<file path="config.mk">
export PLATFORM = sky130hd
export DESIGN_NAME = pwm_gen
export DESIGN_NICKNAME = d
export VERILOG_FILES = /design/src/rtl/pwm_pkg.sv /design/src/rtl/pwm_timebase_ctrl.sv /design/src/rtl/pwm_duty_path.sv /design/src/rtl/pwm_gen.sv
export SDC_FILE = /design/constraint.sdc
export NUM_CORES = 1
export LEC_CHECK = 0
export ABC_AREA = 1
export BUFFER_PORTS_ARGS = -buffer_cell sky130_fd_sc_hd__buf_2
export CORE_AREA = 2 2 68 70
export CTS_BUF_LIST = sky130_fd_sc_hd__clkbuf_8
export DETAILED_ROUTE_END_ITERATION = 10
export DIE_AREA = 0 0 70 72
export PLACE_DENSITY = 0.66
export SLEW_MARGIN = 10
export SYNTH_ARGS = -nofsm -noshare
export SYNTH_HDL_FRONTEND = slang
export SYNTH_SLANG_ARGS = --single-unit
</file>
<file path="constraint.sdc">
create_clock -name clk -period 4.6 [get_ports clk]
set_input_delay 0.23 -clock clk [delete_from_list [all_inputs] [get_ports clk]]
set_output_delay 0.23 -clock clk [all_outputs]
set_load 0.01 [all_outputs]
</file>
<file path="src/rtl/pwm_pkg.sv">
package pwm_pkg;

  // Strobes from the time-base control to the duty datapath.
  typedef struct packed {
    logic start;  // the coming edge opens a new period
    logic hold;   // block disabled: park everything
  } pwmStrobe_t;

endpackage

</file>
<file path="src/rtl/pwm_timebase_ctrl.sv">
module pwm_timebase_ctrl
  import pwm_pkg::*;
#(
  parameter int TMR_W  = 8,
  parameter int SUB_W  = 2,
  parameter int PS_LOG = 2,
  parameter int MAX_K  = 2
) (
  input  logic                   clk,
  input  logic                   rst_n,
  input  logic                   enable,
  input  logic [TMR_W-1:0]       periodLimit,
  input  logic [1:0]             prescaleSel,
  output pwmStrobe_t             strobe,
  output logic [TMR_W+SUB_W-1:0] timeBase,
  output logic                   periodMatch
);

  localparam int PRE_W = SUB_W + PS_LOG * MAX_K;

  logic [TMR_W-1:0] tmrQ;
  logic [PRE_W-1:0] preCnt;
  logic [PRE_W-1:0] preLast;
  logic [SUB_W-1:0] subBits;
  logic [1:0]       selK;
  logic             enQ;
  logic             tickEnd;
  logic             terminal;
  logic             startNow;

  assign selK = (int'(prescaleSel) > MAX_K) ? 2'(MAX_K) : prescaleSel;

  // The last prescaler count and the sub-count bits depend on the ratio.
  always_comb begin
    preLast = '0;
    subBits = '0;
    for (int k = 0; k <= MAX_K; k++) begin
      if (int'(selK) == k) begin
        preLast = {PRE_W{1'b1}} >> (PS_LOG * (MAX_K - k));
        subBits = preCnt[PS_LOG*k +: SUB_W];
      end
    end
  end

  assign tickEnd  = (preCnt >= preLast);
  assign terminal = (tmrQ == periodLimit) && tickEnd;
  assign startNow = enable && (!enQ || terminal);

  assign strobe.start = startNow;
  assign strobe.hold  = !enable;
  assign timeBase     = {tmrQ, subBits};

  always_ff @(posedge clk or negedge rst_n) begin
    if (!rst_n) begin
      tmrQ        <= '0;
      preCnt      <= '0;
      enQ         <= 1'b0;
      periodMatch <= 1'b0;
    end else if (!enable) begin
      tmrQ        <= '0;
      preCnt      <= '0;
      enQ         <= 1'b0;
      periodMatch <= 1'b0;
    end else begin
      enQ         <= 1'b1;
      periodMatch <= startNow;
      if (startNow) begin
        tmrQ   <= '0;
        preCnt <= '0;
      end else if (tickEnd) begin
        preCnt <= '0;
        tmrQ   <= tmrQ + 1'b1;
      end else begin
        preCnt <= preCnt + 1'b1;
      end
    end
  end

  // a period-start pulse never lasts two cycles
  a_r8_match_single: assert property (@(posedge clk) disable iff (!rst_n)
    periodMatch |=> !periodMatch);

  // a disabled block is silent and parked at time zero
  a_r1_idle_quiet: assert property (@(posedge clk) disable iff (!rst_n)
    !enable |=> (!periodMatch && timeBase == '0));

endmodule

</file>
<file path="src/rtl/pwm_duty_path.sv">
module pwm_duty_path
  import pwm_pkg::*;
#(
  parameter int TMR_W = 8,
  parameter int SUB_W = 2
) (
  input  logic                   clk,
  input  logic                   rst_n,
  input  pwmStrobe_t             strobe,
  input  logic [TMR_W+SUB_W-1:0] timeBase,
  input  logic [TMR_W-1:0]       dutyUpper,
  input  logic [SUB_W-1:0]       dutyLower,
  output logic                   pwmOut
);

  localparam int DUTY_W = TMR_W + SUB_W;

  logic [DUTY_W-1:0] swDuty;
  logic [DUTY_W-1:0] shadowDuty;
  logic              outLatch;
  logic              dutyHit;

  assign swDuty  = {dutyUpper, dutyLower};
  assign dutyHit = (timeBase == shadowDuty);

  // Set/reset latch: the period start sets it, a duty match resets it.
  always_ff @(posedge clk or negedge rst_n) begin
    if (!rst_n) begin
      shadowDuty <= '0;
      outLatch   <= 1'b0;
    end else if (strobe.hold) begin
      outLatch <= 1'b0;
    end else if (strobe.start) begin
      shadowDuty <= swDuty;
      outLatch   <= |swDuty;
    end else if (dutyHit) begin
      outLatch <= 1'b0;
    end
  end

  assign pwmOut = outLatch && !dutyHit;

  // the shadow duty only changes at a period start
  a_r7_shadow_hold: assert property (@(posedge clk) disable iff (!rst_n)
    !strobe.start |=> $stable(shadowDuty));

  // zero duty never raises the output at a period start
  a_r5_zero_low: assert property (@(posedge clk) disable iff (!rst_n)
    (strobe.start && swDuty == '0) |=> !pwmOut);

  // the output only rises on the cycle after a period start
  a_r4_rise_at_start: assert property (@(posedge clk) disable iff (!rst_n)
    $rose(pwmOut) |-> $past(strobe.start));

  // disabling drops the output
  a_r1_hold_low: assert property (@(posedge clk) disable iff (!rst_n)
    strobe.hold |=> !pwmOut);

endmodule

</file>
<file path="src/rtl/pwm_gen.sv">
module pwm_gen
  import pwm_pkg::*;
#(
  parameter int TMR_W = 8,
  parameter int SUB_W = 2
) (
  input  logic             clk,
  input  logic             rst_n,
  input  logic             pwmEnable,
  input  logic [TMR_W-1:0] periodLimit,
  input  logic [TMR_W-1:0] dutyUpper,
  input  logic [SUB_W-1:0] dutyLower,
  input  logic [1:0]       prescaleSel,
  output logic             pwmOut,
  output logic             periodMatch
);

  pwmStrobe_t             strobe;
  logic [TMR_W+SUB_W-1:0] timeBase;

  pwm_timebase_ctrl #(.TMR_W(TMR_W), .SUB_W(SUB_W)) u_ctrl (
    .clk         (clk),
    .rst_n       (rst_n),
    .enable      (pwmEnable),
    .periodLimit (periodLimit),
    .prescaleSel (prescaleSel),
    .strobe      (strobe),
    .timeBase    (timeBase),
    .periodMatch (periodMatch)
  );

  pwm_duty_path #(.TMR_W(TMR_W), .SUB_W(SUB_W)) u_path (
    .clk       (clk),
    .rst_n     (rst_n),
    .strobe    (strobe),
    .timeBase  (timeBase),
    .dutyUpper (dutyUpper),
    .dutyLower (dutyLower),
    .pwmOut    (pwmOut)
  );

endmodule

</file>
==> flow_summary.yaml <==
routing:
  wl_per_cell_um: 10.68
  drc: 0
  wl_um: 3321
  drt_pass1_iterations: 6
  ant_nets: 0
  first_iter_violations: 54
  dr_total_vias: 1482
  via_per_inst: 4.765
yosys:
  ys_ff_latch: 27
  yosysUniqueCellTypes: 25
  synthCells: 234
  avgSynthCellArea_um2: 7.202
  ys_seq_area_share_pct: 40.09
  synth_area_leaders: "dfrtp_1 40%, nand2_1 19%, nor2_1 6.5%, inv_1 6.0%, xnor2_1 4.7%"
  syn_area_um2: 1685
  synth_top_area_share_pct: 40.09
  synth_fp_nets: 262
  yosysTopAreaCell: "dfrtp_1"
  ys_warn_count: 0
sta:
  slew_violations: 0
  fmax_ghz: 0.4814
  setup_tns_ns: 0
  period_needed_ns: 2.077
  setup_violations: 0
  relSlewSlack_pct: 58.53
  period_share_pct: 45.16
  fin_skew_ns: 0.003501
  rsz0062_at_grt: "no"
  hold_viol: 0
  tightest_slew_ns: 0.6221
  holdWs_ns: 0.1522
hold_path:
  min_path_type: "in -> reg"
  worstHoldPathCells: 1
  min_to: "u_ctrl.enQ"
  hold_start: "pwmEnable"
placed_design:
  dpl.cell_count: 306
  gp_congestion: 0.9192
  dp_hpwl_um: 2561
  portBuffers: 24
clock_tree:
  insertion_delay_ns: 0.27
  path_clk_slew_ns: 0.09
  post_cts.repair.setup_buffers: 0
  cts.sinks: 27
  cts_resized: 0
  clk_path_buf_depth: 2
  cts_root_buf: "clkbuf_8"
  cts_buffers: 3
  cts_tree: "done"
  cts_hold_buf: 1
  h-tree-depth: 1
floorplanning:
  rows: 24
  die_area_um2: 5040
  io_pins: 25
  dieHeight_um: 72
  initial_core_util_pct: 39.52
  core_um2: 4264
  die_w_um: 70
pwr:
  irDropWorstVdd_mv: 0.1444
  power.density_nw_per_um2: 245.2
  leakagePower_nw: 1.011
  p_total_w: 0.0004623
global_routing:
  grt_usage_pct: 14.15
  grt_start_max_net_pins: 28
  antenna_found_initial: 0
  grt_pass1_wl_um: 5796
  grt_pass1_vias: 1368
  grt_overflow: 0
worst_setup_path:
  path_max_fanout: 13
  end_kind: "flip-flop"
  cp-start-kind: "flip-flop"
  rrSetupSlack_ns: 2.52
  crit_arrival_ns: 2.25
  criticalPathCategory: "reg -> reg"
  required_ns: 4.77
  r2r-end: "u_path.shadowDuty[1]"
  rr_startpoint: "u_ctrl.preCnt[4]"
  rr_worst_depth: 11
  timing.critical_path.from: "u_ctrl.preCnt[4]"
outcome:
  run_status: "finished clean"
final_layout:
  antenna_cells: 0
  final_cells: 311
  drive_gt1_share_pct: 15.83
  area_growth_pct: 11.88
  fin_nets: 288
flow_run:
  max_cap_viol_count: 0
==> stage by stage <==
step	worst slack [ns]	utilization (%)	area (um2)
detailed placement	2.523	42.90	1829
global route	2.274	44.22	1886
finish	2.523	44.22	1886
CTS	2.500	44.22	1886
global placement	2.601	42.90	1829
floorplan	3.061	-	1685
==> layout by cell type (no fill, tap or decap), drive strengths merged <==
cell	n
nand2	85
inv	32
nor2	29
dfrtp	27
buf	24
nand3	16
xnor2	9
nand4	7
a21oi	5
ha	5
xor2	3
clkbuf	3
o21ai	3
clkinv	2
nor3	2
nor4	2
nand3b	1
or2	1
nor3b	1
o21bai	1
dlygate4sd3	1
==> report_power, final <==
group	switching (W)	internal [W]
registers	0.0000102	0.000250
clock network	0.0000750	0.0000607
logic	0.0000369	0.0000290
==> cells in the mapped netlist <==
| cell | number |
|---|---|
| dfrtp_1 | 27 |
| inv_2 | 5 |
| nand4_1 | 7 |
| xnor2_1 | 9 |
| nand2_1 | 84 |
| buf_4 | 1 |
| xor2_1 | 3 |
| or2_2 | 1 |
| a21oi_1 | 5 |
| nor4_1 | 2 |
| o21ai_2 | 2 |
| ha_1 | 5 |
| clkinv_2 | 1 |
| buf_6 | 3 |
| nand3_2 | 1 |
| nor2_1 | 29 |
| nand3_1 | 14 |
| o21ai_0 | 1 |
| nand2_2 | 1 |
| nor3_1 | 2 |
| nand3_4 | 1 |
| inv_1 | 27 |
| nor3b_2 | 1 |
| o21bai_1 | 1 |
| nand3b_1 | 1 |
==> worst max-delay path by stage <==
stage / endpoint / slack (ns) / cells after the start
final: u_path.shadowDuty[1] / 2.52 / 11
after global routing: u_path.shadowDuty[0] / 2.27 / 11
after CTS: u_path.shadowDuty[0] / 2.50 / 10
after detailed placement: u_path.shadowDuty[0] / 2.52 / 10
after global placement: u_path.shadowDuty[7] / 2.60 / 12
after floorplan: u_path.shadowDuty[1] / 3.06 / 10
==> flip-flops by register name (all words and copies together), names as in the netlist <==
| signal | flops |
|---|---|
| u_path.shadowDuty | 10 |
| u_ctrl.tmrQ | 8 |
| u_ctrl.preCnt | 6 |
| u_ctrl.enQ | 1 |
| u_ctrl.periodMatch | 1 |
| u_path.outLatch | 1 |
==> final cells by class <==
cell class | count | area [um2]
Fill cell | 445 | 2379
Timing Repair Buffer | 25 | 130.1
Sequential cell | 27 | 675.6
Tap cell | 52 | 65.06
Clock inverter | 1 | 5.005
Multi-Input combinational cell | 170 | 843.3
Inverter | 33 | 125.1
Clock buffer | 3 | 41.29
==> layer usage <==
layer	up-vias	global-route usage, %	routed length, um
met5	-	0	0
met4	0	5.983	68
met3	6	1.667	121
met2	40	24.44	1561
met1	662	18.11	1570
li1	774	-	-
==> worst max-delay path: stages, from the launching register on <==
cell	delay (ns)
dfrtp_1	0.44
ha_1	0.32
nand2_1	0.08
nor2_1	0.05
nand3_1	0.08
nand3_2	0.20
nand2_1	0.18
nand2_1	0.08
nand2_2	0.22
clkinv_2	0.19
nand2_1	0.10
nand2_1	0.05
==> cells by family (layout without fill, tap and decap cells) <==
family,Yosys count,in the layout,share of synthesized area [%]
buf+inv,37,62,9.874
xor+xnor,12,12,6.237
compound gates,9,9,3.266
fa+ha+maj,5,5,3.712
flops,27,27,40.09
simple gates,144,144,36.82
No activity file was read; power rests on OpenSTA's default activity.
